$ cat config.mk
export PLATFORM = sky130hd
export DESIGN_NAME = io_fwd_bridge_ctrl
export DESIGN_NICKNAME = d
export VERILOG_FILES = /design/src/rtl/io_fwd_bridge_ctrl.sv
export SDC_FILE = /design/constraint.sdc
export NUM_CORES = 1
export LEC_CHECK = 0
export BUFFER_PORTS_ARGS = -buffer_cell sky130_fd_sc_hd__buf_2
export CELL_PAD_IN_SITES_DETAIL_PLACEMENT = 0
export CELL_PAD_IN_SITES_GLOBAL_PLACEMENT = 2
export CORE_MARGIN = 3
export CORE_UTILIZATION = 21
export DETAILED_ROUTE_END_ITERATION = 6
export GPL_TIMING_DRIVEN = 0
export PLACE_DENSITY_LB_ADDON = 0.1
export SLEW_MARGIN = 20
export SYNTH_ARGS = -nofsm -noshare
export SYNTH_HDL_FRONTEND = slang
export SYNTH_SLANG_ARGS = --single-unit
$ cat constraint.sdc
create_clock -name clk -period 3 [get_ports clk]
set_clock_uncertainty 0.15 [all_clocks]
set_input_delay 0.3 -clock clk [delete_from_list [all_inputs] [get_ports clk]]
set_output_delay 0.3 -clock clk [all_outputs]
set_load 0.02 [all_outputs]
$ cat src/rtl/io_fwd_bridge_ctrl.sv
module io_fwd_bridge_ctrl #(
  parameter int AW = 16,
  parameter int DW = 16,
  parameter logic [DW-1:0] WR_MASK = 16'h005C
) (
  input  logic          clk,
  input  logic          rst_n,
  input  logic          reg_wr,
  input  logic [DW-1:0] reg_wdata,
  output logic [DW-1:0] reg_rdata,
  input  logic [AW-1:0] io_base,
  input  logic [AW-1:0] io_limit,
  input  logic          io_vld,
  input  logic [AW-1:0] io_addr,
  output logic          fwd_vld,
  output logic          fwd_take,
  output logic          hot_rst_req
);
  localparam int BLK_W = 10;

  logic [DW-1:0] ctrl_q;
  logic isa_on, vga_on, vga_wide;
  logic [AW-1:0] vga_a;
  logic in_win, isa_drop, vga_hit, take_d;

  assign isa_on   = ctrl_q[2];
  assign vga_on   = ctrl_q[3];
  assign vga_wide = ctrl_q[4];

  always_ff @(posedge clk) begin
    if (!rst_n) ctrl_q <= '0;
    else if (reg_wr) ctrl_q <= reg_wdata & WR_MASK;
  end

  assign reg_rdata   = ctrl_q;
  assign hot_rst_req = ctrl_q[6];

  assign vga_a    = vga_wide ? io_addr : {{(AW-BLK_W){1'b0}}, io_addr[BLK_W-1:0]};
  assign vga_hit  = vga_on && (((vga_a >= AW'('h3B0)) && (vga_a <= AW'('h3BB))) ||
                               ((vga_a >= AW'('h3C0)) && (vga_a <= AW'('h3DF))));
  assign in_win   = (io_addr >= io_base) && (io_addr <= io_limit);
  assign isa_drop = isa_on && (io_addr[BLK_W-1:BLK_W-2] != 2'b00);
  assign take_d   = vga_hit || (in_win && !isa_drop);

  always_ff @(posedge clk) begin
    if (!rst_n) begin
      fwd_vld  <= 1'b0;
      fwd_take <= 1'b0;
    end else begin
      fwd_vld  <= io_vld;
      fwd_take <= io_vld && take_d;
    end
  end

  // register behaviour
  p_wr_r3: assert property (@(posedge clk) disable iff (!rst_n)
    reg_wr |=> reg_rdata == ($past(reg_wdata) & 16'h005C));
  p_ro_r2: assert property (@(posedge clk) disable iff (!rst_n)
    reg_wr |=> (reg_rdata & 16'hFFA3) == 16'h0000);
  p_hold_r3: assert property (@(posedge clk) disable iff (!rst_n)
    !reg_wr |=> $stable(reg_rdata));
  p_hot_rise_r10: assert property (@(posedge clk) disable iff (!rst_n)
    $rose(hot_rst_req) |-> $past(reg_wr) && $past(reg_wdata[6]));

  // forwarding decision
  p_one_result_r11: assert property (@(posedge clk) disable iff (!rst_n)
    io_vld |=> fwd_vld);
  p_no_result_r11: assert property (@(posedge clk) disable iff (!rst_n)
    !io_vld |=> !fwd_vld && !fwd_take);
  p_outside_r6: assert property (@(posedge clk) disable iff (!rst_n)
    io_vld && !vga_on && ((io_addr < io_base) || (io_addr > io_limit)) |=> !fwd_take);
  p_isa_r5: assert property (@(posedge clk) disable iff (!rst_n)
    io_vld && !vga_on && isa_on && (io_addr[9:8] != 2'b00) |=> !fwd_take);
  p_plain_r4: assert property (@(posedge clk) disable iff (!rst_n)
    io_vld && !isa_on && (io_addr >= io_base) && (io_addr <= io_limit) |=> fwd_take);
endmodule

==> results of run 1 <==
-- per-layer routing --
layer	track usage, %	routed length, um	vias to the layer above
met4	0.507	0	0
li1	-	-	647
met3	2.35	257	0
met5	0	0	-
met1	12.4	1400	518
met2	16.7	1480	46
-- report_power, final --
part	switching (mW)	internal, mW	total [mW]
sequential	0.00273	0.0848	0.0875
combinational	0.0970	0.0882	0.185
clock	0.0347	0.0862	0.121
-- critical path, stage by stage --
cell and delay (ns):
buf_2 0.13, ha_1 0.29, a21o_1 0.18, nand3_1 0.07, a21oi_1 0.06, a2111oi_0 0.60, a221oi_2 0.15, a41o_1 0.24
-- stage by stage --
step | hold WS (ns) | cell area (um2)
global route | 0.208 | 1630
global placement | 0.371 | 1590
CTS | 0.193 | 1630
finish | 0.193 | 1630
detailed placement | 0.386 | 1590
floorplan | 0.278 | 1200
-- worst paths after layout --
path	from	to	slack [ns]	depth (start not counted)
max	io_addr[9]	fwd_take$_SDFF_PN0_	0.94	8
max reg2reg	reg_rdata[2]$_SDFFE_PN0P_	fwd_take$_SDFF_PN0_	1.92	4
min reg2reg	reg_rdata[2]$_SDFFE_PN0P_	reg_rdata[2]$_SDFFE_PN0P_	0.39	2
min	io_vld	fwd_vld$_SDFF_PN0_	0.19	2
-- cell type report --
| class | instances | area (um2) |
|---|---|---|
| repair buffers | 61 | 305 |
| fillers | 607 | 3570 |
| plain buffers | 14 | 101 |
| clock buffers | 3 | 41.3 |
| inverters | 33 | 124 |
| multi-input cells | 109 | 853 |
| well taps | 70 | 87.6 |
| flip-flops and latches | 6 | 120 |
-- flip-flops by register name (all words and copies together) (netlist names) --
| register | cells |
|---|---|
| fwd_vld | 1 |
| fwd_take | 1 |
| reg_rdata | 4 |
-- kinds of logic (layout without fill, tap and decap cells) --
logic type / count (synthesis) / after routing
and+or+nand+nor: 33 / 33
other: 1 / 12
buffers and inverters: 47 / 111
adders and majority gates: 32 / 32
DFF: 6 / 6
muxes: 5 / 5
AOI/OAI and AO/OA: 27 / 27
-- placed cells by master, fill, tap and decap left out --
cell	count
a2111oi_0	1
a211o_1	1
a21boi_0	1
a21o_1	2
a21oi_1	10
a21oi_2	1
a221o_1	1
a221oi_2	1
a31oi_1	1
a41o_1	1
and2_1	1
and3_1	1
and4_1	1
buf_2	61
buf_4	13
clkbuf_1	1
clkbuf_8	3
conb_1	12
dfxtp_1	6
ha_1	32
inv_1	33
mux2i_1	5
nand2_1	9
nand3_1	5
nand4_1	5
nor2_1	4
nor2b_1	5
nor4_1	1
o211ai_1	1
o21ai_0	2
o21ai_1	1
o21ai_2	1
o31ai_1	2
or4_1	1
==> impl_metrics.env, run 1 <==
export IMPL_setup_viol=0
export IMPL_yosys_top_cells_count="inv_1 (33), ha_1 (32), buf_4 (13)"
export IMPL_grt_ovfl_total=0
export IMPL_gpl_final_weighted_congestion=0.754
export IMPL_maxClockFrequency_mhz=487
export IMPL_detailedRoute_firstPassIterationCount=2
export IMPL_synth_top_family_by_area="adder cells"
export IMPL_slew_viol_final=0
export IMPL_cts_hold_repair_buffers=0
export IMPL_cp_end_kind="register"
export IMPL_setup_tns_ns=0
export IMPL_synth_top_cells_by_area="ha_1 (35%), inv_1 (11%), dfxtp_1 (10%)"
export IMPL_synth_largest_area_cell="ha_1"
export IMPL_design_die_area_um2=6440
export IMPL_layout_drive_gt1_share_pct=35.4
export IMPL_grt_pass1_vias=1252
export IMPL_clkSinkCount=6
export IMPL_synthAdderAreaFrac_pct=34.6
export IMPL_max_slew_worst_pin_slew_ns=0.749
export IMPL_synth_xor_xnor_area_share_pct=0
export IMPL_critical_path_arrival_ns=2.01
export IMPL_grt_first_pass_wirelength_um=5090
export IMPL_final_core_util_pct=31.4
export IMPL_drt_drc_violations_left=0
export IMPL_final_hold_fails=0
export IMPL_timing_critical_path_fanout_max=4
export IMPL_synth_top_flop_cell="dfxtp_1"
export IMPL_clk_pin_slew_worst_paths_ns=0.04
export IMPL_area_growth_synth_to_final_pct=41.1
export IMPL_post_cts_resized=0
export IMPL_clk_insertion_delay_late_ns=0.22
export IMPL_yosys_cell_count_top_type="inv_1"
export IMPL_ir_drop_mv=0.160
export IMPL_ys_seq_area_share_pct=10.4
export IMPL_final_antenna_net_count=0
export IMPL_timing_max_slew_rel_slack_pct=48.8
export IMPL_finalCritPeriodShare_pct=68.5
export IMPL_required_ns=2.96
export IMPL_power_density_cell_area_nw_per_um2=241
export IMPL_buffer_ports_inserted=61
export IMPL_max_cap_violations=0
export IMPL_routed_via_count=1211
export IMPL_global_route_usage_over_all_layers_pct=9.58
export IMPL_cell_count_after_synthesis=151
export IMPL_numPlacedInstances=293
export IMPL_synth_warnings=0
export IMPL_worst_setup_path_start_kind="input port"
export IMPL_stdcell_count=296
export IMPL_async_set_or_reset_register_ratio_after_synthesis_pct=0
export IMPL_post_synth_num_cell_types=32
export IMPL_min_period_ns=2.06
export IMPL_floorplan_io_pins=87
export IMPL_synth_enable_flop_cells=0
export IMPL_clock_tree_from_tritoncts="done"
export IMPL_report_power_total_uw=394
export IMPL_largest_net_degree_at_the_start_of_global_routing=6
export IMPL_postSynthAreaPerCell_um2=7.66
export IMPL_synth_compound_area_share_pct=16.1
export IMPL_criticalPathCategory="in -> reg"
export IMPL_outcome="finished, final reports clean"
export IMPL_synth_area_mux_share_pct=4.32
export IMPL_top_cell_type_s_share_of_synthesized_area_pct=34.6
export IMPL_syn_area_um2=1160
export IMPL_die_width_um=80.2
export IMPL_post_place_ws_ns=0.669
export IMPL_n_antenna_cell=0
export IMPL_clock_tree_root_cell="clkbuf_8"
export IMPL_coreArea_um2=5200
export IMPL_rsz_0062_raised_after_global_routing="false"
export IMPL_htree_levels=1
export IMPL_holdCritPathClass="in -> reg"
export IMPL_post_drt_wl_per_cell_um=10.6
export IMPL_route_final_wire_length_um=3140
export IMPL_cts_buffer_depth=2
export IMPL_floorplan_initialDensity_pct=22.2
export IMPL_cts_buffers=3
export IMPL_floorplan_rows=26
export IMPL_total_leakage_power_nw=1.00
export IMPL_post_cts_setup_buffer_count=0
export IMPL_dp_hpwl_um=2930
export IMPL_finalWorstSetupSlack_ns=0.945
export IMPL_antenna_found_initial=0
export IMPL_detailedRoute_firstIterationViolations=20
export IMPL_ys_seq_elements=6
export IMPL_layout_nets=328
export IMPL_post_synth_and_or_nand_nor_area_fraction_pct=14.8
export IMPL_drt_vias_per_instance=4.09
export IMPL_die_height_um=80.2
(Power assumes the default switching activity.)
==> run 2, diff against run 1 <==
--- a/config.mk
+++ b/config.mk
@@ -5,11 +5,12 @@
 export SDC_FILE = /design/constraint.sdc
 export NUM_CORES = 1
 export LEC_CHECK = 0
+export ABC_AREA = 1
 export BUFFER_PORTS_ARGS = -buffer_cell sky130_fd_sc_hd__buf_2
 export CELL_PAD_IN_SITES_DETAIL_PLACEMENT = 0
 export CELL_PAD_IN_SITES_GLOBAL_PLACEMENT = 2
 export CORE_MARGIN = 3
-export CORE_UTILIZATION = 21
+export CORE_UTILIZATION = 19
 export DETAILED_ROUTE_END_ITERATION = 6
 export GPL_TIMING_DRIVEN = 0
 export PLACE_DENSITY_LB_ADDON = 0.1
==> constraint.sdc (replaced) <==
create_clock -name clk -period 1.9 [get_ports clk]
set_clock_uncertainty 0.15 [all_clocks]
set_input_delay 0.19 -clock clk [delete_from_list [all_inputs] [get_ports clk]]
set_output_delay 0.19 -clock clk [all_outputs]
set_load 0.02 [all_outputs]
==> run 2 against run 1 <==
Sequential share of layout area decreased by 0.33 points. Power increased by 62%. Global-route usage decreased by 1.0 points. Design area increased by 4.8%. Register-to-register slack got worse by 0.98 ns. Hold slack got worse by 0.15 ns. Final cell count increased by 16%. Synthesized cell count increased by 28%. First-iteration DRC count increased by 130%. Critical endpoint unchanged.
==> impl_metrics.env, run 2 <==
export IMPL_cp_end_kind="register"
export IMPL_die_height_um=86.3
export IMPL_clock_tree_root_cell="clkbuf_8"
export IMPL_min_period_ns=1.32
export IMPL_power_density_cell_area_nw_per_um2=373
export IMPL_synth_enable_flop_cells=0
export IMPL_top_cell_type_s_share_of_synthesized_area_pct=32.7
export IMPL_buffer_ports_inserted=62
export IMPL_grt_pass1_vias=1235
export IMPL_rrSetupSlack_ns=0.94
export IMPL_ys_seq_area_share_pct=9.82
export IMPL_mostFrequentLayoutCell="buf_2"
export IMPL_drt_drc_violations_left=0
export IMPL_cp_cell_sequence="buf_2 -> ha_1 -> nand2_1 -> inv_2 -> nand2_2 -> nor2_2 -> nor2_1 -> nand2_1 -> nand2_1 -> a21oi_2 -> nand2_1 -> a21oi_2"
export IMPL_slew_viol_final=0
export IMPL_timing_rr_end="fwd_take$_SDFF_PN0_"
export IMPL_cell_count_after_synthesis=193
export IMPL_routed_via_count=1287
export IMPL_design_die_area_um2=7440
export IMPL_antenna_found_initial=0
export IMPL_critPathCapture="fwd_take$_SDFF_PN0_"
export IMPL_synth_largest_area_cell="ha_1"
export IMPL_finalCritPeriodShare_pct=69.4
export IMPL_cts_buffer_depth=2
export IMPL_timing_critical_path_fanout_max=3
export IMPL_largest_reg_flops=4
export IMPL_synth_warnings=0
export IMPL_standard_cell_with_the_maximum_stage_delay_on_the_critical_path="ha_1"
export IMPL_largest_net_degree_at_the_start_of_global_routing=7
export IMPL_worst_r2r_startpoint="reg_rdata[3]$_SDFFE_PN0P_"
export IMPL_synth_top_cells_by_area="ha_1 (33%), inv_1 (14%), nand2_1 (12%)"
export IMPL_cp_startpoint="io_addr[7]"
export IMPL_grt_ovfl_total=0
export IMPL_yosys_top_cells_count="inv_1 (47), nand2_1 (38), ha_1 (32)"
export IMPL_yosys_cell_count_top_type="inv_1"
export IMPL_synth_top_family_by_area="adder cells"
export IMPL_synth_compound_area_share_pct=12.3
export IMPL_synth_xor_xnor_area_share_pct=0
export IMPL_worst_setup_path_start_kind="input port"
export IMPL_required_ns=1.90
export IMPL_synth_area_mux_share_pct=0
export IMPL_cts_buffers=3
export IMPL_final_cell_mix="buf_2 (62), inv_1 (47), nand2_1 (38)"
export IMPL_synth_top_flop_cell="dfxtp_1"
export IMPL_clk_insertion_delay_late_ns=0.22
export IMPL_detailedRoute_firstIterationViolations=46
export IMPL_worst_r2r_cell_count=4
export IMPL_clock_tree_from_tritoncts="done"
export IMPL_global_route_usage_over_all_layers_pct=8.58
export IMPL_maxClockFrequency_mhz=759
export IMPL_rsz_0062_raised_after_global_routing="false"
export IMPL_final_antenna_net_count=0
export IMPL_nFillCells=712
export IMPL_route_final_wire_length_um=3210
export IMPL_floorplan_initialDensity_pct=20.2
export IMPL_worst_path_most_repeated_cell="nand2_1"
export IMPL_final_hold_fails=0
export IMPL_floorplan_io_pins=87
export IMPL_layout_drive_gt1_share_pct=30.9
export IMPL_post_cts_resized=0
export IMPL_gpl_final_weighted_congestion=0.718
export IMPL_outcome="finished, final reports clean"
export IMPL_post_drt_wl_per_cell_um=9.33
export IMPL_detailedRoute_firstPassIterationCount=4
export IMPL_post_synth_num_cell_types=19
export IMPL_ys_seq_elements=6
export IMPL_async_set_or_reset_register_ratio_after_synthesis_pct=0
export IMPL_grt_first_pass_wirelength_um=5240
export IMPL_floorplan_rows=28
export IMPL_synthAdderAreaFrac_pct=32.7
export IMPL_clkSinkCount=6
export IMPL_holdCritPathClass="in -> reg"
export IMPL_setup_tns_ns=0
export IMPL_total_leakage_power_nw=1.11
export IMPL_ir_drop_mv=0.192
export IMPL_postSynthAreaPerCell_um2=6.34
export IMPL_clk_pin_slew_worst_paths_ns=0.03
export IMPL_report_power_total_uw=638
export IMPL_die_width_um=86.3
export IMPL_post_synth_and_or_nand_nor_area_fraction_pct=22.2
export IMPL_post_cts_setup_buffer_count=0
export IMPL_n_antenna_cell=0
export IMPL_dp_hpwl_um=3020
export IMPL_htree_levels=1
export IMPL_coreArea_um2=6060
export IMPL_cts_hold_repair_buffers=0
export IMPL_drt_vias_per_instance=3.74
export IMPL_setup_viol=0
export IMPL_max_cap_violations=0
export IMPL_critical_path_arrival_ns=1.32
export IMPL_layout_nets=371
export IMPL_syn_area_um2=1220
export IMPL_cp_slowest_stage_delay_ns=0.29
export IMPL_criticalPathCategory="in -> reg"
export IMPL_area_growth_synth_to_final_pct=39.8
[run 2: where the power goes]
part           internal (mW)  switching [mW]  total [mW]
clock network          0.136          0.0504       0.186
registers              0.135         0.00429       0.139
logic                  0.142           0.171       0.313
total                  0.413           0.226       0.638
[run 2: logic make-up after synthesis]
family	count (synthesis)
compound gates	27
fa+ha+maj	32
buf+inv	61
flops	6
other cells	1
simple gates	66
[run 2: metal layers]
| layer | vias up | routed length (um) | global-route usage (%) |
|---|---|---|---|
| li1 | 734 | - | - |
| met1 | 510 | 1520 | 11.2 |
| met2 | 43 | 1430 | 14.2 |
| met3 | 0 | 259 | 2.28 |
| met4 | 0 | 0 | 1.70 |
| met5 | - | 0 | 0 |
[run 2: through the flow]
step | setup slack (ns) | area, um2 | utilization [%] | instances | hold slack (ns)
floorplan | 0.571 | 1260 | - | 204 | 0.167
global placement | 0.327 | 1670 | 27.5 | 341 | 0.264
detailed placement | 0.327 | 1670 | 27.5 | 341 | 0.274
CTS | 0.556 | 1710 | 28.2 | 344 | 0.0461
global route | 0.388 | 1710 | 28.2 | 344 | 0.0439
finish | 0.582 | 1710 | 28.2 | 344 | 0.0469
[run 2: worst min-delay path by stage]
stage                             from                        end  slack [ns]  cells past startpoint
after floorplan                 io_vld         fwd_vld$_SDFF_PN0_        0.17                      2
after global placement    reg_wdata[6]  reg_rdata[6]$_SDFFE_PN0P_        0.26                      3
after detailed placement  reg_wdata[3]  reg_rdata[3]$_SDFFE_PN0P_        0.27                      3
after CTS                 reg_wdata[3]  reg_rdata[3]$_SDFFE_PN0P_        0.05                      3
after global routing            io_vld         fwd_vld$_SDFF_PN0_        0.04                      3
final                           io_vld         fwd_vld$_SDFF_PN0_        0.05                      3
[run 2: final cells by class]
type / instances / area, um2 / share of cell area [%]
well taps: 75 / 93.8 / 5.49
inverters: 48 / 180 / 10.5
clock buffers: 3 / 41.3 / 2.41
repair buffers: 62 / 310 / 18.1
multi-input cells: 137 / 867 / 50.7
plain buffers: 13 / 97.6 / 5.71
flip-flops and latches: 6 / 120 / 7.02
[run 2: worst max-delay path, delay by kind of cell]
family	cells	cell delay, ns
AND/OR/NAND/NOR	7	0.45
buffers and inverters	2	0.18
AO/OA/AOI/OAI	2	0.22
adder cells (fa/ha/maj)	1	0.29
